`config.mk`:
```
export PLATFORM = sky130hd
export DESIGN_NAME = nvm_flash_ctrl
export DESIGN_NICKNAME = d
export VERILOG_FILES = /design/src/rtl/nvm_pkg.sv /design/src/rtl/nvm_key_unlock.sv /design/src/rtl/nvm_op_seq.sv /design/src/rtl/nvm_array.sv /design/src/rtl/nvm_flash_ctrl.sv
export SDC_FILE = /design/constraint.sdc
export NUM_CORES = 2
export LEC_CHECK = 0
export ABC_CLOCK_PERIOD_IN_PS = 2640
export CORE_MARGIN = 8
export CORE_UTILIZATION = 25
export DETAILED_ROUTE_END_ITERATION = 16
export DONT_BUFFER_PORTS = 1
export HOLD_SLACK_MARGIN = 0.15
export SKIP_CTS_REPAIR_TIMING = 1
export SYNTH_ARGS = -nofsm -noshare
export SYNTH_HDL_FRONTEND = slang
export SYNTH_SLANG_ARGS = --single-unit
```
`constraint.sdc`:
```
create_clock -name clk -period 2.64 [get_ports clk]
set_input_delay 0.396 -clock clk [delete_from_list [all_inputs] [get_ports clk]]
set_output_delay 0.396 -clock clk [all_outputs]
set_load 0.02 [all_outputs]
```
`src/rtl/nvm_pkg.sv`:
```
package nvm_pkg;

  localparam logic [31:0] KEY_FIRST  = 32'h4567_0123;
  localparam logic [31:0] KEY_SECOND = 32'hCDEF_89AB;

  localparam logic [3:0] OFF_KEY  = 4'h0;
  localparam logic [3:0] OFF_STAT = 4'h4;
  localparam logic [3:0] OFF_CTRL = 4'h8;
  localparam logic [3:0] OFF_PAGE = 4'hC;

  typedef enum logic [1:0] {
    OP_PROG       = 2'd0,
    OP_PAGE_ERASE = 2'd1,
    OP_MASS_ERASE = 2'd2
  } op_e;

  typedef enum logic [1:0] {
    KS_WAIT_FIRST  = 2'd0,
    KS_WAIT_SECOND = 2'd1,
    KS_DEAD        = 2'd2
  } key_st_e;

  typedef struct packed {
    logic done_ie;
    logic err_ie;
    logic lock;
    logic start;
    logic mass;
    logic page;
    logic prog;
  } ctrl_t;

  typedef struct packed {
    logic done;
    logic prot_err;
    logic prog_err;
  } flags_t;

endpackage

```
`src/rtl/nvm_key_unlock.sv`:
```
module nvm_key_unlock
  import nvm_pkg::*;
(
  input  logic        clk,
  input  logic        rst_n,
  input  logic        key_we,
  input  logic [31:0] key_data,
  output logic        unlock
);

  key_st_e state_q, state_d;

  always_comb begin
    state_d = state_q;
    if (key_we) begin
      unique case (state_q)
        KS_WAIT_FIRST:  state_d = (key_data == KEY_FIRST)  ? KS_WAIT_SECOND : KS_DEAD;
        KS_WAIT_SECOND: state_d = (key_data == KEY_SECOND) ? KS_WAIT_FIRST  : KS_DEAD;
        default:        state_d = KS_DEAD;
      endcase
    end
  end

  assign unlock = key_we && (state_q == KS_WAIT_SECOND) && (key_data == KEY_SECOND);

  always_ff @(posedge clk or negedge rst_n) begin
    if (!rst_n) state_q <= KS_WAIT_FIRST;
    else if (key_we) state_q <= state_d;
  end

  AST_KEY_DEAD_STICKY: assert property (@(posedge clk) disable iff (!rst_n)
    (state_q == KS_DEAD) |=> (state_q == KS_DEAD) && !unlock);

endmodule

```
`src/rtl/nvm_op_seq.sv`:
```
module nvm_op_seq
  import nvm_pkg::*;
#(
  parameter int unsigned PROG_CYC  = 4,
  parameter int unsigned ERASE_CYC = 12
)(
  input  logic clk,
  input  logic rst_n,
  input  logic launch,
  input  op_e  launch_op,
  output logic busy,
  output logic done,
  output op_e  done_op
);

  localparam int unsigned MAX_CYC = (PROG_CYC > ERASE_CYC) ? PROG_CYC : ERASE_CYC;
  localparam int unsigned CNT_W   = $clog2(MAX_CYC + 1);

  logic [CNT_W-1:0] cnt_q, cnt_d;
  logic             busy_q, busy_d;
  op_e              op_q, op_d;
  logic             cnt_en;

  always_comb begin
    cnt_d  = cnt_q;
    busy_d = busy_q;
    op_d   = op_q;
    cnt_en = 1'b0;
    if (!busy_q && launch) begin
      cnt_en = 1'b1;
      busy_d = 1'b1;
      op_d   = launch_op;
      cnt_d  = (launch_op == OP_PROG) ? CNT_W'(PROG_CYC - 1) : CNT_W'(ERASE_CYC - 1);
    end else if (busy_q) begin
      cnt_en = 1'b1;
      if (cnt_q == '0) busy_d = 1'b0;
      else             cnt_d  = cnt_q - 1'b1;
    end
  end

  always_ff @(posedge clk or negedge rst_n) begin
    if (!rst_n) begin
      cnt_q  <= '0;
      busy_q <= 1'b0;
      op_q   <= OP_PROG;
    end else if (cnt_en) begin
      cnt_q  <= cnt_d;
      busy_q <= busy_d;
      op_q   <= op_d;
    end
  end

  assign busy    = busy_q;
  assign done    = busy_q && (cnt_q == '0);
  assign done_op = op_q;

  AST_LAUNCH_ONLY_IDLE: assert property (@(posedge clk) disable iff (!rst_n)
    launch |-> !busy_q);
  AST_DONE_ENDS_BUSY: assert property (@(posedge clk) disable iff (!rst_n)
    done |=> !busy_q);

endmodule

```
`src/rtl/nvm_array.sv`:
```
module nvm_array #(
  parameter int unsigned NUM_PAGES = 8,
  parameter int unsigned PAGE_HW   = 8,
  localparam int unsigned WORDS    = NUM_PAGES * PAGE_HW,
  localparam int unsigned IDX_W    = $clog2(WORDS)
)(
  input  logic                 clk,
  input  logic                 rst_n,
  input  logic [IDX_W-1:0]     rd_idx,
  output logic [15:0]          rd_data,
  input  logic                 prog_en,
  input  logic [IDX_W-1:0]     prog_idx,
  input  logic [15:0]          prog_data,
  input  logic                 erase_en,
  input  logic [NUM_PAGES-1:0] erase_pages
);

  logic [WORDS-1:0][15:0] mem_q, mem_d;
  logic                   upd;

  for (genvar w = 0; w < WORDS; w++) begin : g_word
    localparam int unsigned PG = w / PAGE_HW;
    assign mem_d[w] = (erase_en && erase_pages[PG]) ? 16'hFFFF :
                      (prog_en && prog_idx == IDX_W'(w)) ? (mem_q[w] & prog_data) :
                      mem_q[w];
  end

  assign upd = prog_en || erase_en;

  always_ff @(posedge clk or negedge rst_n) begin
    if (!rst_n)   mem_q <= '1;
    else if (upd) mem_q <= mem_d;
  end

  assign rd_data = mem_q[rd_idx];

  AST_PROG_ONLY_CLEARS: assert property (@(posedge clk) disable iff (!rst_n)
    prog_en |=> ((mem_q[$past(prog_idx)] & ~$past(mem_q[prog_idx])) == 16'h0));

endmodule

```
`src/rtl/nvm_flash_ctrl.sv`:
```
module nvm_flash_ctrl
  import nvm_pkg::*;
#(
  parameter int unsigned NUM_PAGES = 8,
  parameter int unsigned PAGE_HW   = 8,
  parameter int unsigned PROG_CYC  = 4,
  parameter int unsigned ERASE_CYC = 12,
  localparam int unsigned WORDS    = NUM_PAGES * PAGE_HW,
  localparam int unsigned IDX_W    = $clog2(WORDS),
  localparam int unsigned ADDR_W   = IDX_W + 2
)(
  input  logic                 clk,
  input  logic                 rst_n,
  input  logic                 bus_we,
  input  logic [ADDR_W-1:0]    bus_addr,
  input  logic [31:0]          bus_wdata,
  output logic [31:0]          bus_rdata,
  input  logic [NUM_PAGES-1:0] prot_mask,
  output logic                 irq_done,
  output logic                 irq_err
);

  localparam int unsigned OFF_W  = ADDR_W - 1;
  localparam int unsigned PAGE_W = $clog2(NUM_PAGES);
  localparam int unsigned HW_W   = $clog2(PAGE_HW);

  // decode
  logic             arr_sel;
  logic [OFF_W-1:0] off;
  logic [IDX_W-1:0] arr_idx;
  logic             hit_key, hit_stat, hit_ctrl, hit_page;

  assign arr_sel  = bus_addr[ADDR_W-1];
  assign off      = bus_addr[OFF_W-1:0];
  assign arr_idx  = bus_addr[ADDR_W-2:1];
  assign hit_key  = !arr_sel && (off == OFF_W'(OFF_KEY));
  assign hit_stat = !arr_sel && (off == OFF_W'(OFF_STAT));
  assign hit_ctrl = !arr_sel && (off == OFF_W'(OFF_CTRL));
  assign hit_page = !arr_sel && (off == OFF_W'(OFF_PAGE));

  // state
  ctrl_t               ctrl_q, ctrl_d;
  flags_t              flg_q, flg_d;
  logic [PAGE_W-1:0]   page_q;
  logic [IDX_W-1:0]    pend_idx_q;
  logic [15:0]         pend_data_q;
  logic [NUM_PAGES-1:0] emask_q, emask_d;

  logic        unlock, busy, done;
  op_e         done_op, launch_op;
  logic [15:0] arr_rd;

  logic ctrl_wr, stat_wr, page_wr, key_wr, unlocked;
  logic wr_start, wr_per, wr_mer;
  logic start_req, erase_prot, launch_erase;
  logic prog_req, prog_prot, prog_dirty, launch_prog, launch;
  logic prog_en, erase_en, err_evt;

  assign unlocked = !ctrl_q.lock;
  assign ctrl_wr  = bus_we && hit_ctrl;
  assign stat_wr  = bus_we && hit_stat;
  assign page_wr  = bus_we && hit_page;
  assign key_wr   = bus_we && hit_key;

  assign wr_start = bus_wdata[6];
  assign wr_per   = bus_wdata[1];
  assign wr_mer   = bus_wdata[2];

  // erase launch
  assign start_req    = ctrl_wr && unlocked && wr_start && !busy && (wr_per || wr_mer);
  assign erase_prot   = !wr_mer && prot_mask[page_q];
  assign launch_erase = start_req && !erase_prot;

  // program launch
  assign prog_req    = bus_we && arr_sel && ctrl_q.prog && unlocked && !busy;
  assign prog_prot   = prot_mask[arr_idx[IDX_W-1:HW_W]];
  assign prog_dirty  = (arr_rd != 16'hFFFF);
  assign launch_prog = prog_req && !prog_prot && !prog_dirty;

  assign launch    = launch_prog || launch_erase;
  assign launch_op = launch_prog ? OP_PROG : (wr_mer ? OP_MASS_ERASE : OP_PAGE_ERASE);
  assign emask_d   = wr_mer ? ~prot_mask : (NUM_PAGES'(1) << page_q);

  assign prog_en  = done && (done_op == OP_PROG);
  assign erase_en = done && (done_op != OP_PROG);
  assign err_evt  = (start_req && erase_prot) || (prog_req && (prog_prot || prog_dirty));

  // control next state
  always_comb begin
    ctrl_d = ctrl_q;
    if (ctrl_wr && unlocked) begin
      ctrl_d.prog    = bus_wdata[0];
      ctrl_d.page    = wr_per;
      ctrl_d.mass    = wr_mer;
      ctrl_d.err_ie  = bus_wdata[10];
      ctrl_d.done_ie = bus_wdata[12];
      if (bus_wdata[7]) ctrl_d.lock = 1'b1;
    end
    if (launch_erase) ctrl_d.start = 1'b1;
    else if (erase_en) ctrl_d.start = 1'b0;
    if (unlock) ctrl_d.lock = 1'b0;
  end

  // status next state: hardware set wins over software clear
  always_comb begin
    flg_d = flg_q;
    if (stat_wr) begin
      if (bus_wdata[2]) flg_d.prog_err = 1'b0;
      if (bus_wdata[4]) flg_d.prot_err = 1'b0;
      if (bus_wdata[5]) flg_d.done     = 1'b0;
    end
    if ((start_req && erase_prot) || (prog_req && prog_prot)) flg_d.prot_err = 1'b1;
    if (prog_req && !prog_prot && prog_dirty)                  flg_d.prog_err = 1'b1;
    if (done)                                                  flg_d.done     = 1'b1;
  end

  always_ff @(posedge clk or negedge rst_n) begin
    if (!rst_n) begin
      ctrl_q <= '{lock: 1'b1, default: 1'b0};
      flg_q  <= '0;
    end else begin
      ctrl_q <= ctrl_d;
      flg_q  <= flg_d;
    end
  end

  always_ff @(posedge clk or negedge rst_n) begin
    if (!rst_n)       page_q <= '0;
    else if (page_wr) page_q <= bus_wdata[PAGE_W-1:0];
  end

  always_ff @(posedge clk or negedge rst_n) begin
    if (!rst_n) begin
      pend_idx_q  <= '0;
      pend_data_q <= '0;
    end else if (launch_prog) begin
      pend_idx_q  <= arr_idx;
      pend_data_q <= bus_wdata[15:0];
    end
  end

  always_ff @(posedge clk or negedge rst_n) begin
    if (!rst_n)            emask_q <= '0;
    else if (launch_erase) emask_q <= emask_d;
  end

  // read mux
  always_comb begin
    bus_rdata = 32'h0;
    if (arr_sel)       bus_rdata = {16'h0, arr_rd};
    else if (hit_stat) bus_rdata = {26'h0, flg_q.done, flg_q.prot_err, 1'b0, flg_q.prog_err, 1'b0, busy};
    else if (hit_ctrl) bus_rdata = {19'h0, ctrl_q.done_ie, 1'b0, ctrl_q.err_ie, 2'b00,
                                    ctrl_q.lock, ctrl_q.start, 3'b000,
                                    ctrl_q.mass, ctrl_q.page, ctrl_q.prog};
    else if (hit_page) bus_rdata = 32'(page_q);
  end

  assign irq_done = flg_q.done && ctrl_q.done_ie;
  assign irq_err  = (flg_q.prog_err || flg_q.prot_err) && ctrl_q.err_ie;

  nvm_key_unlock u_key (
    .clk      (clk),
    .rst_n    (rst_n),
    .key_we   (key_wr),
    .key_data (bus_wdata),
    .unlock   (unlock)
  );

  nvm_op_seq #(.PROG_CYC(PROG_CYC), .ERASE_CYC(ERASE_CYC)) u_seq (
    .clk       (clk),
    .rst_n     (rst_n),
    .launch    (launch),
    .launch_op (launch_op),
    .busy      (busy),
    .done      (done),
    .done_op   (done_op)
  );

  nvm_array #(.NUM_PAGES(NUM_PAGES), .PAGE_HW(PAGE_HW)) u_arr (
    .clk         (clk),
    .rst_n       (rst_n),
    .rd_idx      (arr_idx),
    .rd_data     (arr_rd),
    .prog_en     (prog_en),
    .prog_idx    (pend_idx_q),
    .prog_data   (pend_data_q),
    .erase_en    (erase_en),
    .erase_pages (emask_q)
  );

  AST_START_MEANS_BUSY: assert property (@(posedge clk) disable iff (!rst_n)
    ctrl_q.start |-> busy);
  AST_LOCKED_FROZEN: assert property (@(posedge clk) disable iff (!rst_n)
    (ctrl_q.lock && !unlock) |=> $stable({ctrl_q.prog, ctrl_q.page, ctrl_q.mass,
                                          ctrl_q.err_ie, ctrl_q.done_ie, ctrl_q.lock}));
  AST_IRQ_DONE_GATED: assert property (@(posedge clk) disable iff (!rst_n)
    irq_done |-> (ctrl_q.done_ie && flg_q.done));
  AST_ERR_NO_BUSY: assert property (@(posedge clk) disable iff (!rst_n)
    err_evt |=> !busy);

endmodule

```
==> impl_metrics.json <==
{
  "critical-path-top-cell-by-count": "buf_4",
  "die_x_um": 461,
  "finalHoldViolCount": 131,
  "yosys.cell_types.count": 85,
  "violations": "negative hold slack, max-slew violations, negative setup slack",
  "required_ns": 2.24,
  "syn_avg_cell_area_um2": 10.8,
  "cts_buffer_depth": 3,
  "p_leak_nw": 27.2,
  "numCtsBuffers": 112,
  "die_h_um": 461,
  "vias": 37700,
  "htreeDepth": 3,
  "synth-seq-cells": 1076,
  "start_util_pct": 25.1,
  "critPathMaxFanout": 2,
  "ys.flop_type": "dfstp_2",
  "dp.cells": 7111,
  "gr-usage-met1_pct": 20.7,
  "met3_usage_pct": 2.95,
  "period_minus_slack_ns": 3.42,
  "worstPathCellList": "mux4_2 -> a22o_4 -> a211oi_2 -> buf_4 -> o31ai_4 -> a31oi_1 -> buf_4 -> nor2_2 -> buf_6",
  "clock-root-buffer": "clkbuf_16",
  "drc": 0,
  "ant_nets": 0,
  "clock_latency_ns": 0.74,
  "cts_tree": "yes",
  "power_density_mw_per_mm2": 583,
  "final_cells": 7371,
  "core_mm2": 0.197,
  "use_met2_pct": 23.0,
  "grt_max_degree": 270,
  "post-place-ws_ns": -0.994,
  "die-area_mm2": 0.212,
  "vias_per_cell": 5.12,
  "status": "complete, but fails checks",
  "worstSetupPathType": "reg2out",
  "final_cell_mix": "nand2_1 (1165), o21ai_0 (1047), dfstp_2 (1025)",
  "max_slew.worst_pin.slew_ns": 1.52,
  "drive_gt1_share_pct": 40.1,
  "grt_pass1_vias": 36400,
  "layout_setup_ws_ns": -0.778,
  "syn2layout_area_growth_pct": 18.3,
  "dr.pass1.iters": 6,
  "cts_sinks": 1076,
  "finalSetupViolCount": 43,
  "grt_busiest_layer": "met2",
  "synth_area_mm2": 0.0495,
  "rows": 163,
  "drt_wl_total_um": 167000,
  "drv_slew": 59,
  "path_clk_slew_ns": 0.06,
  "antenna_found_initial": 7,
  "wl_per_cell_um": 22.6,
  "layout.filler_cells": 20200,
  "fin_skew_ns": 0.0392,
  "synth_edf_count": 0,
  "pin_count": 85,
  "ir_worst_vdd_mv": 0.480,
  "min_period_over_period_pct": 129,
  "relSlewSlack_pct": -1.59,
  "synth_warnings": 0,
  "ys_seq_area_share_pct": 57.0,
  "cp-end-kind": "primary output",
  "drtIter0Drc": 4620,
  "grt_usage_pct": 14.9,
  "max_stage_delay_ns": 0.47,
  "final_common_cell": "nand2_1",
  "synthCells": 4592,
  "power_mw": 34.1,
  "slowest_stage": "mux4_2",
  "max_cap_violations": 0,
  "fin_nets": 4694,
  "grt-ovfl-total": 0,
  "finalWeightedCongestion": 0.949,
  "dp_hpwl_um": 101000,
  "crit_path_start_kind": "flip-flop",
  "hold_slack_ns": -0.340,
  "port_buffers": 0,
  "rsz0062_at_grt": "yes",
  "max_freq_mhz": 293,
  "min_path_type": "in2async",
  "grt_pass1_wl_um": 245000,
  "synthArstFlopShare_pct": 100,
  "arrival_ns": 3.02
}
worst paths after layout:
| kind | slack (ns) | endpoint | cells after the start | from |
|---|---|---|---|---|
| min in group clk | 0.01 | pend_idx_q[4] | 1 | bus_addr[5] |
| hold / removal | -0.34 | u_arr.mem_q[577] | 0 | rst_n |
| hold reg to reg | 0.47 | u_arr.mem_q[988] | 2 | u_arr.mem_q[988] |
| max in group asynchronous | 0.50 | emask_q[6] | 3 | rst_n |
| setup reg to reg | -0.54 | pend_idx_q[5] | 12 | u_arr.mem_q[437] |
| setup / recovery | -0.78 | bus_rdata[14] | 9 | u_arr.mem_q[606] |
critical path, delay by kind of cell, from the launching register on:
kind | cells | cell delay [ns]
buffers and inverters | 3 | 0.56
and+or+nand+nor | 1 | 0.05
muxes | 1 | 0.47
DFF | 1 | 0.36
AOI/OAI and AO/OA | 4 | 0.86
cells by family (layout without fill, tap and decap cells):
family / after synthesis / after routing / share of synthesized area (%)
simple gates: 1370 / 1370 / 11.0
buf+inv: 451 / 574 / 4.88
mux: 372 / 372 / 12.1
compound gates: 1319 / 1319 / 14.9
other cells: 1 / 17 / 0.00758
flops: 1076 / 1076 / 57.0
fa+ha+maj: 2 / 2 / 0.0506
xor+xnor: 1 / 1 / 0.0177
per-stage QoR:
| step | util, % | instance area, µm² | TNS [ns] |
|---|---|---|---|
| finish | 29.7 | 58500 | -23.03 |
| global route | 29.7 | 58500 | -26.00 |
| CTS | 29.0 | 57100 | -27.66 |
| detailed placement | 27.1 | 53500 | -35.08 |
| global placement | 27.1 | 53500 | -33.09 |
| floorplan | - | 49600 | -9.33 |
flip-flops by register name, indices dropped and copies added, names as in the netlist:
name           count
u_seq.done_op      2
ctrl_q             7
flg_q              3
u_seq.cnt_q        4
u_key.state_q      2
emask_q            8
page_q             3
pend_idx_q         6
pend_data_q       16
u_arr.mem_q     1024
u_seq.busy         1
power by group:
| group | leakage (nW) | internal [mW] | switching (mW) |
|---|---|---|---|
| combinational | 14.1 | 0.657 | 0.908 |
| sequential | 11.2 | 16.7 | 0.0517 |
| clock | 1.81 | 9.07 | 6.80 |
cell usage after synthesis (all sizes together) (32+ instances only):
master,count,area share [%]
nand2,1180,9.0
o21ai,1056,11
dfstp,1025,54
clkbuf,323,2.5
mux4,165,7.7
mux2i,142,2.9
buf,114,2.3
nor2,78,0.61
a221oi,70,1.3
mux2,65,1.6
dfrtp,51,2.6
a21oi,32,0.32
layout make-up:
class                      instances  area [µm²]  area share [%]
timing repair buffer             357        3520            6.02
inverter                          14        57.6          0.0983
antenna                            1        2.50         0.00428
sequential                      1076       28200            48.2
tap                             2640        3300            5.64
multi-input combinational       3080       19800            33.8
clock inverter                    42         380           0.650
clock buffer                     161        3270            5.59
layer usage:
metal | wire length, µm | part of all wire (%)
met4 | 6570 | 3.9
met1 | 70000 | 42
met5 | 31 | 0.019
met3 | 14400 | 8.6
met2 | 75600 | 45
No activity file was read; power rests on OpenSTA's default activity.
